**config.mk**
```make
export PLATFORM = sky130hd
export DESIGN_NAME = syncUnit
export DESIGN_NICKNAME = d
export VERILOG_FILES = /design/src/rtl/syncPkg.sv /design/src/rtl/syncArb.sv /design/src/rtl/syncCtrl.sv /design/src/rtl/syncDatapath.sv /design/src/rtl/syncUnit.sv
export SDC_FILE = /design/constraint.sdc
export NUM_CORES = 1
export LEC_CHECK = 0
export ABC_CLOCK_PERIOD_IN_PS = 7200
export BUFFER_PORTS_ARGS = -buffer_cell sky130_fd_sc_hd__buf_2
export CORE_UTILIZATION = 50
export CTS_BUF_LIST = sky130_fd_sc_hd__clkbuf_8
export CTS_CLUSTER_DIAMETER = 80
export CTS_CLUSTER_SIZE = 14
export DETAILED_ROUTE_END_ITERATION = 8
export GPL_TIMING_DRIVEN = 0
export PLACE_DENSITY_LB_ADDON = 0.12
export SYNTH_ARGS = -nofsm -noshare
export SYNTH_HDL_FRONTEND = slang
export SYNTH_SLANG_ARGS = --single-unit
```
**constraint.sdc**
```tcl
create_clock -name clk -period 7.2 [get_ports clk]
set_input_delay 0.72 -clock clk [delete_from_list [all_inputs] [get_ports clk]]
set_output_delay 0.72 -clock clk [all_outputs]
set_load 0.01 [all_outputs]
```
**src/rtl/syncPkg.sv**
```systemverilog
package syncPkg;

  typedef enum logic [2:0] {
    OP_READ  = 3'd0,
    OP_WRITE = 3'd1,
    OP_SWAP  = 3'd2,
    OP_TAS   = 3'd3,
    OP_FINC  = 3'd4,
    OP_LL    = 3'd5,
    OP_SC    = 3'd6,
    OP_RSVD  = 3'd7
  } syncOp_e;

  typedef enum logic [1:0] {
    WSEL_DATA = 2'd0,
    WSEL_ONE  = 2'd1,
    WSEL_INC  = 2'd2
  } wrSel_e;

  typedef enum logic [1:0] {
    RSP_OLD  = 2'd0,
    RSP_ZERO = 2'd1,
    RSP_FLAG = 2'd2
  } rspSel_e;

  // strobes from control to datapath for the operation granted this cycle
  typedef struct packed {
    logic    fire;
    logic    memWr;
    wrSel_e  wrSel;
    logic    linkSet;
    logic    linkDropOwn;
    rspSel_e rspSel;
    logic    flagVal;
  } ctrlStrobe_t;

endpackage

```
**src/rtl/syncArb.sv**
```systemverilog
module syncArb #(
  parameter int NPROC = 4,
  localparam int IDW = (NPROC > 1) ? $clog2(NPROC) : 1
) (
  input  logic [NPROC-1:0] reqValid,
  output logic [NPROC-1:0] grant,
  output logic             anyGrant,
  output logic [IDW-1:0]   grantId
);

  logic [NPROC:0] taken;
  assign taken[0] = 1'b0;

  for (genvar i = 0; i < NPROC; i++) begin : gPrio
    assign grant[i]   = reqValid[i] & ~taken[i];
    assign taken[i+1] = taken[i] | reqValid[i];
  end

  assign anyGrant = taken[NPROC];

  always_comb begin
    grantId = '0;
    for (int i = NPROC - 1; i >= 0; i--) begin
      if (grant[i]) grantId = IDW'(i);
    end
  end

endmodule

```
**src/rtl/syncCtrl.sv**
```systemverilog
module syncCtrl
  import syncPkg::*;
(
  input  logic           anyGrant,
  input  syncOp_e        op,
  input  logic           oldIsZero,
  input  logic           linkHit,
  output ctrlStrobe_t    strobe
);

  always_comb begin
    strobe             = '0;
    strobe.wrSel       = WSEL_DATA;
    strobe.rspSel      = RSP_OLD;
    strobe.fire        = anyGrant;
    if (anyGrant) begin
      unique case (op)
        OP_WRITE: begin
          strobe.memWr  = 1'b1;
          strobe.rspSel = RSP_ZERO;
        end
        OP_SWAP: begin
          strobe.memWr  = 1'b1;
        end
        OP_TAS: begin
          strobe.memWr  = oldIsZero;
          strobe.wrSel  = WSEL_ONE;
        end
        OP_FINC: begin
          strobe.memWr  = 1'b1;
          strobe.wrSel  = WSEL_INC;
        end
        OP_LL: begin
          strobe.linkSet = 1'b1;
        end
        OP_SC: begin
          strobe.linkDropOwn = 1'b1;
          strobe.memWr       = linkHit;
          strobe.rspSel      = RSP_FLAG;
          strobe.flagVal     = linkHit;
        end
        default: begin
          // read and the spare code: plain lookup
        end
      endcase
    end
  end

endmodule

```
**src/rtl/syncDatapath.sv**
```systemverilog
module syncDatapath
  import syncPkg::*;
#(
  parameter int NPROC = 4,
  parameter int AW    = 4,
  parameter int DW    = 16,
  localparam int IDW   = (NPROC > 1) ? $clog2(NPROC) : 1,
  localparam int DEPTH = 1 << AW
) (
  input  logic           clk,
  input  logic           rstN,
  input  ctrlStrobe_t    strobe,
  input  logic [IDW-1:0] id,
  input  logic [AW-1:0]  addr,
  input  logic [DW-1:0]  wdata,
  output logic           oldIsZero,
  output logic           linkHit,
  output logic           rspValid,
  output logic [IDW-1:0] rspId,
  output logic [DW-1:0]  rspData
);

  logic [DW-1:0] memWords [DEPTH];
  logic          linkValid [NPROC];
  logic [AW-1:0] linkAddr  [NPROC];
  logic [DW-1:0] oldVal;
  logic [DW-1:0] newVal;
  logic [DW-1:0] rspNext;

  assign oldVal    = memWords[addr];
  assign oldIsZero = (oldVal == '0);
  assign linkHit   = linkValid[id] && (linkAddr[id] == addr);

  always_comb begin
    unique case (strobe.wrSel)
      WSEL_ONE: newVal = DW'(1);
      WSEL_INC: newVal = oldVal + DW'(1);
      default:  newVal = wdata;
    endcase
  end

  always_comb begin
    unique case (strobe.rspSel)
      RSP_ZERO: rspNext = '0;
      RSP_FLAG: rspNext = DW'(strobe.flagVal);
      default:  rspNext = oldVal;
    endcase
  end

  always_ff @(posedge clk or negedge rstN) begin
    if (!rstN) begin
      for (int w = 0; w < DEPTH; w++) memWords[w] <= '0;
    end else if (strobe.memWr) begin
      memWords[addr] <= newVal;
    end
  end

  for (genvar p = 0; p < NPROC; p++) begin : gLink
    always_ff @(posedge clk or negedge rstN) begin
      if (!rstN) begin
        linkValid[p] <= 1'b0;
        linkAddr[p]  <= '0;
      end else begin
        if (strobe.memWr && linkAddr[p] == addr) linkValid[p] <= 1'b0;
        if (strobe.fire && id == IDW'(p)) begin
          if (strobe.linkDropOwn) linkValid[p] <= 1'b0;
          if (strobe.linkSet) begin
            linkValid[p] <= 1'b1;
            linkAddr[p]  <= addr;
          end
        end
      end
    end
  end

  always_ff @(posedge clk or negedge rstN) begin
    if (!rstN) begin
      rspValid <= 1'b0;
      rspId    <= '0;
      rspData  <= '0;
    end else begin
      rspValid <= strobe.fire;
      rspId    <= id;
      rspData  <= rspNext;
    end
  end

endmodule

```
**src/rtl/syncUnit.sv**
```systemverilog
module syncUnit
  import syncPkg::*;
#(
  parameter int NPROC = 4,
  parameter int AW    = 4,
  parameter int DW    = 16,
  localparam int IDW  = (NPROC > 1) ? $clog2(NPROC) : 1
) (
  input  logic               clk,
  input  logic               rstN,
  input  logic [NPROC-1:0]   reqValid,
  input  logic [3*NPROC-1:0] reqOp,
  input  logic [AW*NPROC-1:0] reqAddr,
  input  logic [DW*NPROC-1:0] reqData,
  output logic [NPROC-1:0]   reqGrant,
  output logic               rspValid,
  output logic [IDW-1:0]     rspId,
  output logic [DW-1:0]      rspData
);

  logic          anyGrant;
  logic [IDW-1:0] selId;
  syncOp_e       selOp;
  logic [AW-1:0] selAddr;
  logic [DW-1:0] selData;
  logic          oldIsZero;
  logic          linkHit;
  ctrlStrobe_t   strobe;

  syncArb #(.NPROC(NPROC)) uArb (
    .reqValid (reqValid),
    .grant    (reqGrant),
    .anyGrant (anyGrant),
    .grantId  (selId)
  );

  assign selOp   = syncOp_e'(reqOp[selId*3 +: 3]);
  assign selAddr = reqAddr[selId*AW +: AW];
  assign selData = reqData[selId*DW +: DW];

  syncCtrl uCtrl (
    .anyGrant  (anyGrant),
    .op        (selOp),
    .oldIsZero (oldIsZero),
    .linkHit   (linkHit),
    .strobe    (strobe)
  );

  syncDatapath #(.NPROC(NPROC), .AW(AW), .DW(DW)) uDp (
    .clk       (clk),
    .rstN      (rstN),
    .strobe    (strobe),
    .id        (selId),
    .addr      (selAddr),
    .wdata     (selData),
    .oldIsZero (oldIsZero),
    .linkHit   (linkHit),
    .rspValid  (rspValid),
    .rspId     (rspId),
    .rspData   (rspData)
  );

endmodule

```
==> impl_metrics.tcl <==
set metrics [dict create \
    rows 63 \
    gp_congestion 0.901 \
    drv_cap 0 \
    crit_arrival_ns 7.17 \
    grt_pass1_vias 11300 \
    firstDrtPassIters 5 \
    fp.dieW_um 176 \
    syn_nets 1356 \
    cts_sinks 295 \
    cts_resized 0 \
    drc_errors 0 \
    tightest_slew_ns 1.43 \
    cts_tree "built" \
    dp_worst_setup_slack_ns 0.106 \
    rsz0062_at_grt "false" \
    power_frac_comb 0.335 \
    synthToLayoutAreaGrowth_pct 10.3 \
    worst_slack_ns 0.489 \
    relSlewSlack 0.0404 \
    intPower_w 0.00367 \
    synth-main-ff-cell "dfrtp_1" \
    synthDominantCellAreaShare 0.488 \
    place_area_sq_um 16300 \
    drive_above_1_share 0.264 \
    ant_nets 0 \
    min_path_type "input pin to asynchronous set/reset pin" \
    hpwl_um 32200 \
    routed_wl_um 46600 \
    yosys_warnings 0 \
    die-area_sq_um 31000 \
    yosysSeqAreaShare 0.488 \
    clk_path_buf_depth 3 \
    avgSynthCellArea_sq_um 12.1 \
    critPathLaunchType "input pin" \
    ir_drop_v 0.000160 \
    initial_core_util 0.509 \
    ios 121 \
    clockPowerShare 0.158 \
    synthDistinctLibCells 59 \
    gr-total-overflow 0 \
    crit_path_end_kind "flip-flop" \
    finalCriticalPeriod_ns 6.71 \
    finalInstanceArea_sq_um 16700 \
    synth-edff-count 0 \
    hold_viol 0 \
    die_h_um 176 \
    yosysTopAreaCell "dfrtp_1" \
    r2r_setup_slack_ns 3.41 \
    antenna_found_initial 2 \
    cts_root_buf "clkbuf_8" \
    status "finished clean" \
    vias 11300 \
    clkSlewWorstSetupHoldPaths_ns 0.09 \
    grt_start_max_net_pins 124 \
    p_per_area_nw_per_um2 332 \
    synth.area.top_cells "dfrtp_1, mux2_2, mux2_1" \
    numCtsBuffers 25 \
    grt.total_usage 0.305 \
    switchingPower_w 0.00188 \
    core_area_sq_um 29700 \
    fmax_ghz 0.149 \
    ys_ff_latch 295 \
    netlist_instances 1253 \
    fin_nets 1506 \
    drv_slew 0 \
    fin_worst_skew_ns 0.0401 \
    switching_share 0.339 \
    portBuffers 120 \
    wl_per_cell_um 25.9 \
    leakagePower_nw 7.15 \
    netlist_area_sq_um 15100 \
    fillers 2564 \
    clock_latency_ns 0.61 \
    ctsHoldBuffers 0 \
    h-tree-depth 1 \
    crit_fanout 10 \
    setup_viol 0 \
    final_core_utilization 0.562 \
    post-cts-setup-buffer-count 0 \
    seqPwrFrac 0.507 \
    finalCritPeriodShare 0.932 \
    path_class "input pin to flip-flop" \
    initialDrtViolationCount 882 \
    grt_pass1_wl_um 70000 \
    routed_via_density 6.31 \
    async_flop_share 1.00 \
    crit_required_ns 7.66 \
]
path summary, 6_finish.rpt:
kind                                          startpoint                             to  cells after the start
max reg2reg                uDp.memWords[128]$_DFFE_PN0P_  uDp.memWords[214]$_DFFE_PN0P_                     14
max                                          reqValid[1]  uDp.memWords[214]$_DFFE_PN0P_                     18
max in group asynchronous                           rstN   uDp.memWords[73]$_DFFE_PN0P_                      2
min reg2reg                 uDp.memWords[70]$_DFFE_PN0P_   uDp.memWords[70]$_DFFE_PN0P_                      1
min                                                 rstN     uDp.linkValid[1]$_DFF_PN0_                      1
min in group clk            uDp.memWords[70]$_DFFE_PN0P_   uDp.memWords[70]$_DFFE_PN0P_                      1
cell usage after synthesis, drive strengths merged (2+ instances only):
master,count
dfrtp,295
mux2,196
nand2,164
o22a,80
mux2i,63
a32oi,60
buf,49
clkbuf,49
nand3,33
o21ai,32
nor3,28
xnor2,28
nor2,23
and2,18
mux4,16
nor4,16
and4,15
o22ai,13
a22oi,10
nand4,10
inv,8
ha,5
nor2b,5
or2,5
a21oi,4
and3,3
o221a,3
o221ai,3
nand2b,2
nor4b,2
o31a,2
or3,2
or3b,2
area by class of cell:
type                            count  area, sq um  share of cell area
Tap cell                          390          488              0.0292
Clock buffer                       25          344              0.0206
Multi-Input combinational cell    851         7140               0.427
Timing Repair Buffer              123          677              0.0405
Antenna cell                        1         2.50            0.000150
Clock inverter                      3         31.3             0.00187
Inverter                            9         33.8             0.00202
Sequential cell                   295         7380               0.442
Buffer                             98          608              0.0364
worst max-delay path: stages:
cell	delay, ns
buf_2	0.09
buf_4	0.15
buf_2	0.21
nor4b_1	0.07
o21ai_0	0.37
o221ai_1	0.47
nor3_1	1.21
clkbuf_1	0.74
a32oi_1	0.27
and4_1	0.30
clkbuf_1	0.23
nor4_1	0.32
nand4_1	0.14
and3_1	0.23
buf_4	0.19
nor4_4	0.71
buf_4	0.37
mux2_1	0.36
cells in the final DEF (no fill, tap or decap), types with 3 or more instances in the layout:
master    Yosys  layout
a21oi_1       4       4
a22oi_1       7       7
a22oi_2       3       3
a32oi_1      60      60
and2_1       18      18
and3_1        3       3
and4_1       15      15
buf_2        15     134
buf_4         9       9
buf_6        22      23
buf_8         2       3
clkbuf_1     49      49
clkbuf_8      0      25
dfrtp_1     295     295
ha_1          5       5
inv_1         8       9
mux2_1       76      76
mux2_2       93      93
mux2_4       27      27
mux2i_1      63      63
mux4_2       16      16
nand2_1     164     164
nand3_1      33      33
nand4_1       9       9
nor2_1       22      22
nor2b_1       5       5
nor3_1       15      11
nor3_2        1       5
nor3_4       12      12
nor4_1       10      10
nor4_4        4       4
o21ai_0      30      30
o221a_2       3       3
o22a_1       80      80
o22ai_1      13      13
or2_1         3       3
xnor2_1      28      28
registers in the layout, indices dropped and copies added, names as in the netlist:
signal	flops
uDp.memWords	256
uDp.linkAddr	16
uDp.rspData	16
uDp.linkValid	4
uDp.rspId	2
uDp.rspValid	1
cells by family after synthesis:
| family | count (synthesis) | synth area share |
|---|---|---|
| XOR/XNOR | 29 | 0.0168 |
| adder cells (fa/ha/maj) | 5 | 0.00413 |
| flip-flops | 295 | 0.488 |
| AO/OA/AOI/OAI | 211 | 0.112 |
| buffers and inverters | 107 | 0.0424 |
| AND/OR/NAND/NOR | 331 | 0.119 |
| multiplexers | 275 | 0.218 |
power groups by stage:
stage	registers (W)	clock network, W	logic, W
after global routing	0.00290	0.000956	0.00202
after detailed placement	0.00284	0	0.00185
after floorplan	0.00275	0	0.00134
final	0.00281	0.000878	0.00186
after global placement	0.00281	0	0.00179
after CTS	0.00280	0.000899	0.00185
per-stage QoR:
step | power [W] | hold WS (ns) | setup TNS, ns | std cells
floorplan | 0.00409 | 0.424 | 0 | 1253
global placement | 0.00460 | 0.465 | -55.16 | 1763
detailed placement | 0.00468 | 0.474 | 0 | 1766
CTS | 0.00555 | 0.120 | 0 | 1794
global route | 0.00588 | 0.155 | 0 | 1795
finish | 0.00555 | 0.124 | 0 | 1795
routing by layer:
layer / up-vias / share of wire / global-route usage
met2: 485 / 0.45 / 0.467
met1: 5829 / 0.44 / 0.442
met5: - / 0.00028 / 0
li1: 4940 / - / -
met3: 73 / 0.081 / 0.0573
met4: 2 / 0.028 / 0.0891
No activity file was read; power rests on OpenSTA's default activity.
